## src/rtl/gpio4_pkg.sv

```systemverilog
package gpio4_pkg;
  localparam int ADDR_W      = 16;
  localparam int BUS_W       = 8;
  localparam int PINS        = 4;
  localparam int SYNC_STAGES = 2;
  localparam logic [ADDR_W-1:0] LATCH_ADDR = 16'hFFDD;
  localparam logic [ADDR_W-1:0] DIR_ADDR   = 16'hFFED;

  // strobes from decode to datapath
  typedef struct packed {
    logic wrLatch;
    logic wrDir;
    logic selLatch;
    logic selDir;
  } portStrobe_t;
endpackage

```

## src/rtl/gpio4_ctrl.sv

```systemverilog
module gpio4_ctrl
  import gpio4_pkg::*;
#(
  parameter logic [ADDR_W-1:0] latchAddr = LATCH_ADDR,
  parameter logic [ADDR_W-1:0] dirAddr   = DIR_ADDR
) (
  input  logic              cs,
  input  logic              we,
  input  logic [ADDR_W-1:0] addr,
  output portStrobe_t       strobe
);
  logic hitLatch, hitDir;

  always_comb begin
    hitLatch        = cs && (addr == latchAddr);
    hitDir          = cs && (addr == dirAddr);
    strobe.selLatch = hitLatch;
    strobe.selDir   = hitDir;
    strobe.wrLatch  = hitLatch && we;
    strobe.wrDir    = hitDir && we;
  end
endmodule

```

## src/rtl/gpio4_dpath.sv

```systemverilog
module gpio4_dpath
  import gpio4_pkg::*;
#(
  parameter int nPins   = PINS,
  parameter int busW    = BUS_W,
  parameter int nStages = SYNC_STAGES
) (
  input  logic             clk,
  input  logic             rstN,
  input  portStrobe_t      strobe,
  input  logic [busW-1:0]  wdata,
  input  logic [nPins-1:0] padIn,
  output logic [nPins-1:0] padOe,
  output logic [nPins-1:0] padOut,
  output logic [busW-1:0]  rdata
);
  localparam int RSV_W = busW - nPins;

  logic [nPins-1:0] latchQ, dirQ;
  logic [nPins-1:0] syncQ [nStages];
  logic [nPins-1:0] pinLevel;
  logic [nPins-1:0] mixed;

  always_ff @(posedge clk) begin
    if (!rstN) begin
      latchQ <= '0;
      dirQ   <= '0;
    end else begin
      if (strobe.wrLatch) latchQ <= wdata[nPins-1:0];
      if (strobe.wrDir)   dirQ   <= wdata[nPins-1:0];
    end
  end

  // input synchronizer chain
  generate
    for (genvar s = 0; s < nStages; s++) begin : g_sync
      always_ff @(posedge clk) begin
        if (!rstN)   syncQ[s] <= '0;
        else if (s == 0) syncQ[s] <= padIn;
        else         syncQ[s] <= syncQ[(s == 0) ? 0 : s-1];
      end
    end
  endgenerate

  assign pinLevel = syncQ[nStages-1];

  // per-bit readback selection
  generate
    for (genvar b = 0; b < nPins; b++) begin : g_mix
      assign mixed[b] = dirQ[b] ? latchQ[b] : pinLevel[b];
    end
  endgenerate

  always_comb begin
    if (strobe.selLatch) rdata = {{RSV_W{1'b1}}, mixed};
    else                 rdata = '1;
  end

  assign padOe  = dirQ;
  assign padOut = latchQ;
endmodule

```

## src/rtl/gpio4_port.sv

```systemverilog
module gpio4_port
  import gpio4_pkg::*;
(
  input  logic              clk,
  input  logic              rstN,
  input  logic              cs,
  input  logic              we,
  input  logic [ADDR_W-1:0] addr,
  input  logic [BUS_W-1:0]  wdata,
  output logic [BUS_W-1:0]  rdata,
  input  logic [PINS-1:0]   padIn,
  output logic [PINS-1:0]   padOe,
  output logic [PINS-1:0]   padOut
);
  portStrobe_t strobe;

  gpio4_ctrl #(.latchAddr(LATCH_ADDR), .dirAddr(DIR_ADDR)) u_ctrl (
    .cs(cs), .we(we), .addr(addr), .strobe(strobe)
  );

  gpio4_dpath #(.nPins(PINS), .busW(BUS_W), .nStages(SYNC_STAGES)) u_dpath (
    .clk(clk), .rstN(rstN), .strobe(strobe), .wdata(wdata),
    .padIn(padIn), .padOe(padOe), .padOut(padOut), .rdata(rdata)
  );
endmodule

```

## config.mk

```make
export PLATFORM = sky130hd
export DESIGN_NAME = gpio4_port
export DESIGN_NICKNAME = d
export VERILOG_FILES = /design/src/rtl/gpio4_pkg.sv /design/src/rtl/gpio4_ctrl.sv /design/src/rtl/gpio4_dpath.sv /design/src/rtl/gpio4_port.sv
export SDC_FILE = /design/constraint.sdc
export NUM_CORES = 1
export LEC_CHECK = 0
export ABC_AREA = 1
export BUFFER_PORTS_ARGS = -buffer_cell sky130_fd_sc_hd__buf_2
export CAP_MARGIN = 20
export CELL_PAD_IN_SITES_DETAIL_PLACEMENT = 0
export CELL_PAD_IN_SITES_GLOBAL_PLACEMENT = 1
export CORE_ASPECT_RATIO = 1.2
export CORE_MARGIN = 2
export CORE_UTILIZATION = 27
export CTS_BUF_LIST = sky130_fd_sc_hd__clkbuf_16
export DETAILED_ROUTE_END_ITERATION = 10
export PLACE_DENSITY_LB_ADDON = 0.3
export SLEW_MARGIN = 0
export SYNTH_ARGS = -nofsm -noshare
export SYNTH_HDL_FRONTEND = slang
export SYNTH_SLANG_ARGS = --single-unit
```

## constraint.sdc

```tcl
create_clock -name clk -period 1.05 [get_ports clk]
set_input_delay 0.21 -clock clk [delete_from_list [all_inputs] [get_ports clk]]
set_output_delay 0.21 -clock clk [all_outputs]
set_load 0.02 [all_outputs]
```

# After elaboration in Yosys (flattened, before gate mapping)
# Memory sizes are Yosys's and may differ from the RTL's.
# Cells that the tools add are included.
# word_totals
ff_bits	8
ram_bits	8
inputBits	32
output_inout_bits	16
n_memories	1
# classes
n_eq_ne	2
n_mux	9
bitwise	2
n_reduce_logical	4
# mem_list
memory	depth	word_bits	rd	rd_clocked_by_memory_dff	wr	line_no	rtl
u_dpath.syncQ	2	4	2	0	2	gpio4_dpath.sv:20	logic [nPins-1:0] syncQ [nStages];
# op_table
op	n
16-bit equality test (second input constant)	2
4-bit 2-to-1 mux	3
1-bit 2-to-1 mux	6
1-bit logical AND	4
1-bit OR	2

# Longest topological paths before layout
# Gate-level depths: netlist of run 1.
# depth
depth_word	3
depth_mapped	8

# By module
# From an unflattened synthesis of run 1, not the netlist that was laid out.
# unflattened
cells_unflattened	120
area_unflattened_um2	802.0
# by_module_without_submodules
module	instances	cells_per_inst	area_per_inst_um2	seq_area_each_um2
gpio4_dpath	1	93	688.2	320.3
gpio4_ctrl	1	27	113.9	0.0

# Worst setup path before layout of run 1
# OpenSTA, ideal clock, no wires.
# synth_path
kind	input to output
startpoint	input addr[7]
endpoint	output rdata[0]
arrival_time_ps	914
path_slack_ps	-74
stages	5
path_cell_list	nand2_1 inv_1 nand3_2 nor3_2 o211ai_1
# synth_via
elab_chain_len	3
# synth_rtl
element	line_no	rtl
from (decl)	gpio4_port.sv:8	input logic [ADDR_W-1:0] addr,
16-bit equality test	gpio4_ctrl.sv:15	hitLatch = cs && (addr == latchAddr);
1-bit logical AND	gpio4_ctrl.sv:15	
4-bit 2-to-1 mux	gpio4_dpath.sv:55	if (strobe.selLatch) rdata = {{RSV_W{1'b1}}, mixed};
to (decl)	gpio4_port.sv:10	output logic [BUS_W-1:0] rdata,
# No other way between the ends.

# Final worst setup path of run 1
# layout_path
startpoint	input addr[9]
endpoint	output rdata[2]
# The elaborated chain is that of the path after synthesis.

==> results of run 1 <==
## through the flow
step,cell area (µm²),instances,utilization,hold WS (ns),setup TNS (ns)
4_1_cts,1170,196,0.425,0.141,-1.15
3_5_place_dp,1070,191,0.388,0.394,-2.58
2_1_floorplan,823,117,-,0.303,-0.137
6_report,1270,196,0.461,0.141,-0.883
5_1_grt,1270,196,0.461,0.156,-1.25
3_3_place_gp,1070,191,0.388,0.393,-2.35
## logic make-up after synthesis
group	Yosys count
AO/OA/AOI/OAI	8
other	1
flip-flops	16
AND/OR/NAND/NOR	63
buffers and inverters	26
## worst reg2reg max path: stages, from the launching register on
cell and delay, ns:
dfxtp_1 0.37, inv_1 0.05, nand2_1 0.06, nand2_1 0.05
nor2_1 0.08
## sequential cells by signal, indices dropped and copies added (netlist names)
register and count:
u_dpath.padOe 4, u_dpath.padOut 4, u_dpath.syncQ 8
## cells in the final DEF, fill, tap and decap left out, drive strengths merged
cell / instances
buf: 47
nand3: 2
clkbuf: 3
inv: 21
nand2: 32
nor3: 1
o211ai: 4
o21ai: 4
nor2: 26
conb: 4
dfxtp: 16
nand4: 2
## path summary, 6_finish.rpt
kind	slack (ns)	depth (start not counted)	end	from
setup / recovery	-0.23	7	rdata[2]	addr[9]
hold / removal	0.14	3	u_dpath.syncQ[0][0]	padIn[0]
setup reg to reg	0.39	4	u_dpath.padOut[3]	u_dpath.padOut[3]
hold reg to reg	0.41	2	u_dpath.syncQ[1][2]	u_dpath.syncQ[0][2]
## layout make-up
| type | count | area share |
|---|---|---|
| Tap cell | 34 | 0.0335 |
| Clock buffer | 3 | 0.0591 |
| Inverter | 21 | 0.0620 |
| Sequential cell | 16 | 0.252 |
| Timing Repair Buffer | 47 | 0.255 |
| Multi-Input combinational cell | 75 | 0.339 |
## power by group
part | leakage (nW) | internal [mW] | total, mW | switching (mW)
Sequential | 0.131 | 0.623 | 0.627 | 0.00313
Combinational | 0.508 | 0.0944 | 0.184 | 0.0900
Clock | 0.0370 | 0.498 | 0.716 | 0.217
## routing by layer
metal / routed length, µm / up-vias / track usage
met3: 153 / 4 / 0.0239
met2: 992 / 29 / 0.198
li1: - / 430 / -
met1: 679 / 358 / 0.148
met4: 31 / 0 / 0.0673
met5: 0 / - / 0
## what timing repair did
action                                  in CTS  in global routing
endpoints found under the hold margin        0                  0
setup buffers                                2                  0
pin swaps                                    4                  9
gates resized for setup                      3                 24
endpoints found under the setup margin       4                 11
==> impl_results.md, run 1 <==
* Dpl ws at -0.303 ns
* Sequential share of the synthesized area at 0.412
* Compound-gate portion of the synthesized area at 0.0644
* CTS Hold Bufs at 0
* Area of the multi-input gates at 430 µm²
* Share of cells above drive strength 1 at 0.438
* Gp weighted congestion at 0.670
* Mux contribution to synthesized area at 0
* Main synth FF type: dfxtp_1
* Final worst setup slack at -0.229 ns
* Vias/cell at 4.19
* Min cycle time layout at 1.28 ns
* CTS root buf: clkbuf_16
* CP max FO at 4
* Top-count cell post-synth: nand2_1
* Peak supply drop at 0.825 mV
* # port buffers at 39
* Largest net degree at the start of global routing at 17
* Slew Viols, Final at 0
* Synth area leaders: dfxtp_1, nand2_1, nor2_1, inv_1, buf_4
* TritonCTS Sinks at 16
* Synthesis Warnings at 0
* Die Ht at 62.8 µm
* Synth unique cells at 19
* Diode count at 0
* Routed len/inst at 9.48 µm
* RSZ-0062 raised after global routing: true
* Hold crit path type: in -> reg
* CP most frequent cell: nand2_4
* Total core area at 2760 µm²
* Period utilization at 1.22
* Vias in the first global route at 742
* Initial Util at 0.282
* Top cell type's share of synthesized area at 0.412
* Final ANT Viol Nets at 0
* Max Fclk at 782 MHz
* Row Count at 21
* Die area at 3320 µm²
* CP Capture Type: primary output
* Latest clock arrival within the worst-skew pair at 0.24 ns
* Leak pwr at 0.676 nW
* Largest family of logic cells by synthesized area: simple AND/OR/NAND/NOR gates
* Simple-Gate Fraction of Synth Area at 0.372
* XOR/XNOR Fraction of Synth Area at 0
* Area grow syn2layout at 63.6%
* Dpl hpwl at 1480 µm
* Fillers at 313
* Worst-path clk slew at 0.05 ns
* CP required at 0.84 ns
* Post-synth EDFFs at 0
* Post-synth ARST share at 0
* Slowest Stage Delay on Critical Path at 0.25 ns
* Initial drt markers at 5
* Global route overflow at 0
* # IOs at 48
* Setup Skew at 0.000317 ns
* Crit path kind: in -> out
* Cells after Synth at 114
* Global-route usage over all layers at 0.123
* Initial antenna violation count at 0
* Total power at 1.53 mW
* TritonRoute pass-1 iters at 2
* Avg Inst Size Synth at 6.82 µm²
* CTS buffer count at 3
* Critical Path Start Type: primary input
* Top cells by count, synth: nand2_1, nor2_1, inv_1
* CP Buf/Inv Count at 2
* Pwr/cell area at 1200 nW/µm²
* Synth Cell Area at 777 µm²
* MaxCap Viol Count at 0
* Final Net Count at 196
* Fin. Hold Viols at 0
* CTS tree: yes
* Delay-heaviest family, CP: simple AND/OR/NAND/NOR gates
* Routed WL at 1860 µm
* CTS Buffer Depth at 2
* Critical path, cell by cell: buf_6 > nand2_4 > nor2_4 > nand2_4 > nor3_4 > o211ai_1 > buf_4
* Final setup fails at 4
* First-pass GRT wire length at 3080 µm
* FF+latch count, synth at 16
* Reg area at 320 µm²
* Residual DRC count at 0
* Critical-path top delay cell: nor3_4
* Largest area contributor in the netlist: dfxtp_1
* Max H-tree Level at 1
* Adder-cell share of the synthesized area at 0
* Failing checks: setup timing
* Total number of vias at 821
* CP arrival at 1.07 ns
* Status: finished, violations left
* DIE WIDTH at 53.0 µm
No activity file was read; power rests on OpenSTA's default activity.
==> run 2, diff against run 1 <==
--- a/config.mk
+++ b/config.mk
@@ -5,14 +5,13 @@
 export SDC_FILE = /design/constraint.sdc
 export NUM_CORES = 1
 export LEC_CHECK = 0
-export ABC_AREA = 1
-export BUFFER_PORTS_ARGS = -buffer_cell sky130_fd_sc_hd__buf_2
+export BUFFER_PORTS_ARGS = -buffer_cell sky130_fd_sc_hd__buf_4
 export CAP_MARGIN = 20
 export CELL_PAD_IN_SITES_DETAIL_PLACEMENT = 0
 export CELL_PAD_IN_SITES_GLOBAL_PLACEMENT = 1
 export CORE_ASPECT_RATIO = 1.2
 export CORE_MARGIN = 2
-export CORE_UTILIZATION = 27
+export CORE_UTILIZATION = 28
 export CTS_BUF_LIST = sky130_fd_sc_hd__clkbuf_16
 export DETAILED_ROUTE_END_ITERATION = 10
 export PLACE_DENSITY_LB_ADDON = 0.3
==> run 2 against run 1 <==
The run still ends with setup timing left. Area after synthesis shrank 8.7%. Clock power grew 0.8%. Worst hold slack gained 0.031 ns. Cell area shrank 6.0%. Via count shrank 25%. Power shrank 2.4%. Cell count shrank 23%. Largest cell class is now non-clock buffers.
==> impl_results.md, run 2 <==
* Final Util at 0.482 (+0.0216)
* Final setup fails at 8 (+4)
* Routed len/inst at 10.3 µm (+8.5%)
* Status: finished, violations left
* Slowest Stage Delay on Critical Path at 0.41 ns (+0.16 ns)
* CTS root buf: clkbuf_16
* Critical Path Start Type: primary input
* Post-synth ARST share at 0 (unchanged)
* Diode count at 0 (unchanged)
* # IOs at 48 (unchanged)
* Peak supply drop at 1.10 mV (+33%)
* CTS Hold Bufs at 0 (unchanged)
* Largest area contributor in the netlist: dfxtp_1
* Internal at 1.21 mW (-0.11%)
* Largest register FFs at 8 (unchanged)
* Crit path kind: in -> out
* First-pass GRT wire length at 2780 µm (-9.9%)
* Routed WL at 1540 µm (-17%)
* Period utilization at 1.44 (+0.218)
* Fin. Hold Viols at 0 (unchanged)
* Most common cell after layout, fill and taps aside: buf_4
* Clock network power share at 0.485 (+0.016)
* Fin Hold WS at 0.172 ns (+0.0312 ns)
* Final ANT Viol Nets at 0 (unchanged)
* CP most frequent cell: buf_6
* Flop pwr share at 0.420 (+0.010)
* Die area at 2950 µm² (-11%)
* Crit Reg-Reg Startpoint: u_dpath.padOe[2]
* Global route overflow at 0 (unchanged)
* Setup Skew at 0.00189 ns (+0.00158 ns)
* Slew Viols, Final at 0 (unchanged)
* Top cell type's share of synthesized area at 0.451 (+0.0393)
* Global-route usage over all layers at 0.127 (+0.00370)
* Biggest register: u_dpath.syncQ
* Dpl hpwl at 1200 µm (-19%)
* RSZ-0062 raised after global routing: true
* Post-synth EDFFs at 0 (unchanged)
* Sequential share of the synthesized area at 0.451 (+0.0393)
* Vias in the first global route at 631 (-15%)
* Total number of vias at 613 (-25%)
* TritonCTS Sinks at 16 (unchanged)
* Top cells by count, synth: nand2_1, dfxtp_1, mux2i_1
* CP max FO at 4 (unchanged)
* Pwr/cell area at 1250 nW/µm² (+3.8%)
* Leak pwr at 0.589 nW (-13%)
* Setup slack, reg-to-reg at 0.37 ns (-0.02 ns)
* Critical path, cell by cell: buf_6 > nand4_1 > or3b_4 > nor4_4 > buf_4 > nand2_2 > buf_6
* Hold wc startpoint: padIn[0]
* Combinational Power Share at 0.096 (-0.025)
* CTS Buffer Depth at 2 (unchanged)
* CP Capture Type: primary output
* CP arrival at 1.30 ns (+0.23 ns)
* CTS buffer count at 3 (unchanged)
* Synth unique cells at 16 (-3)
* Residual DRC count at 0 (unchanged)
* Synth Cell Area at 709 µm² (-8.7%)
* Hold endpoint: u_dpath.syncQ[0][0]
* R2r worst-path depth at 3 (-1)
* # port buffers at 39 (unchanged)
* Net Sw Frac at 0.185 (-0.0186)
* Main synth FF type: dfxtp_1
* Dpl cell area at 1060 µm² (-1.4%)
* Share of cells above drive strength 1 at 0.521 (+0.0831)
* Min cycle time layout at 1.51 ns (+0.229 ns)
* Switching pwr at 0.275 mW (-11%)
* Cells after Synth at 71 (-38%)
* MaxCap Viol Count at 0 (unchanged)
* Initial Util at 0.286 (+0.00473)
* Total core area at 2480 µm² (-10%)
* CP required at 0.84 ns (about the same)
* Most frequent cells in the layout: buf_4, dfxtp_1, mux2i_1, nand2_1, buf_6
* Vias/cell at 4.09 (-2.4%)
* TritonRoute pass-1 iters at 2 (unchanged)
* Avg Inst Size Synth at 9.99 µm² (+47%)
* Die Ht at 59.1 µm (-5.8%)
* Synthesis Warnings at 0 (unchanged)
* CTS tree: yes
* Worst-path clk slew at 0.05 ns (about the same)
* Synth area leaders: dfxtp_1, mux2i_1, nand2_1, and2_1, buf_4
* Finished Cell Area at 1190 µm² (-6.0%)
* Area grow syn2layout at 68.4%
* Max Fclk at 663 MHz (-15%)
* Dpl ws at -0.480 ns (-0.177 ns)
* Largest net degree at the start of global routing at 21 (+4)
* Critical-path top delay cell: or3b_4
* DIE WIDTH at 50.0 µm (-5.7%)
* Row Count at 20 (-4.8%)
* Initial drt markers at 2 (-3)
* Non-Filler Instances at 150 (-23%)
* Latest clock arrival within the worst-skew pair at 0.24 ns (about the same)
* Hold crit path type: in -> reg
* Failing checks: setup timing
* Max H-tree Level at 1 (unchanged)
* Initial antenna violation count at 0 (unchanged)
* Final Net Count at 150 (-23%)
* Gp weighted congestion at 0.697 (+4.1%)
* FF+latch count, synth at 16 (unchanged)
* Top-count cell post-synth: nand2_1
* Final worst setup slack at -0.457 ns (-0.229 ns)
* Reg2reg end: u_dpath.padOe[2]
* Placed Instances at 144 (-25%)
* Hold Path Depth at 2 (-1)
[run 2: power by group through the flow]
stage | Clock, mW | Combinational, mW | Sequential [mW]
after floorplan | 0 | 0.0602 | 0.637
after global placement | 0 | 0.132 | 0.637
after detailed placement | 0 | 0.134 | 0.638
after CTS | 0.742 | 0.148 | 0.625
after global routing | 0.779 | 0.155 | 0.626
final | 0.722 | 0.142 | 0.626
[run 2: routing by layer]
metal,part of all wire,global-route usage,vias to the layer above
li1,-,-,320
met2,0.57,0.223,18
met1,0.37,0.134,273
met3,0.046,0.0505,2
met5,0,0,-
met4,0.012,0.0556,0
[run 2: layout make-up]
| type | count | area (µm²) |
|---|---|---|
| tap | 33 | 41.3 |
| clock buffer | 3 | 75.1 |
| clock inverter | 1 | 3.75 |
| sequential | 16 | 323 |
| multi-input combinational | 51 | 369 |
| timing repair buffer | 46 | 383 |
| fill | 237 | 1280 |
[run 2: worst max path at each step]
| stage | from | end | depth (start not counted) |
|---|---|---|---|
| 2_1_floorplan | addr[15] | rdata[0] | 4 |
| 3_3_place_gp | addr[15] | rdata[0] | 7 |
| 3_5_place_dp | addr[15] | rdata[0] | 7 |
| 4_1_cts | addr[15] | rdata[0] | 7 |
| 5_1_grt | addr[15] | rdata[1] | 7 |
| 6_report | addr[15] | rdata[0] | 7 |
[run 2: kinds of logic after synthesis]
| family | after synthesis | synth area share |
|---|---|---|
| AND/OR/NAND/NOR | 35 | 0.305 |
| flip-flops | 16 | 0.452 |
| multiplexers | 12 | 0.169 |
| buffers and inverters | 7 | 0.0688 |
| other | 1 | 0.00529 |
[run 2: what timing repair did]
action	4_1_cts	5_1_grt
buffers inserted	6	2
gates resized for setup	9	4
pin swaps	0	2
setup endpoints to repair	13	14
[run 2: through the flow]
stage               total power [mW]  TNS, ns
finish                          1.49    -1.98
global route                    1.56    -2.80
CTS                             1.52    -3.54
detailed placement             0.772    -4.30
global placement               0.769    -4.01
floorplan                      0.697    -1.79
[run 2: worst max-delay path, delay by kind of cell]
kind	cells	cell delay (ns)
and+or+nand+nor	4	0.71
buffers and inverters	3	0.38
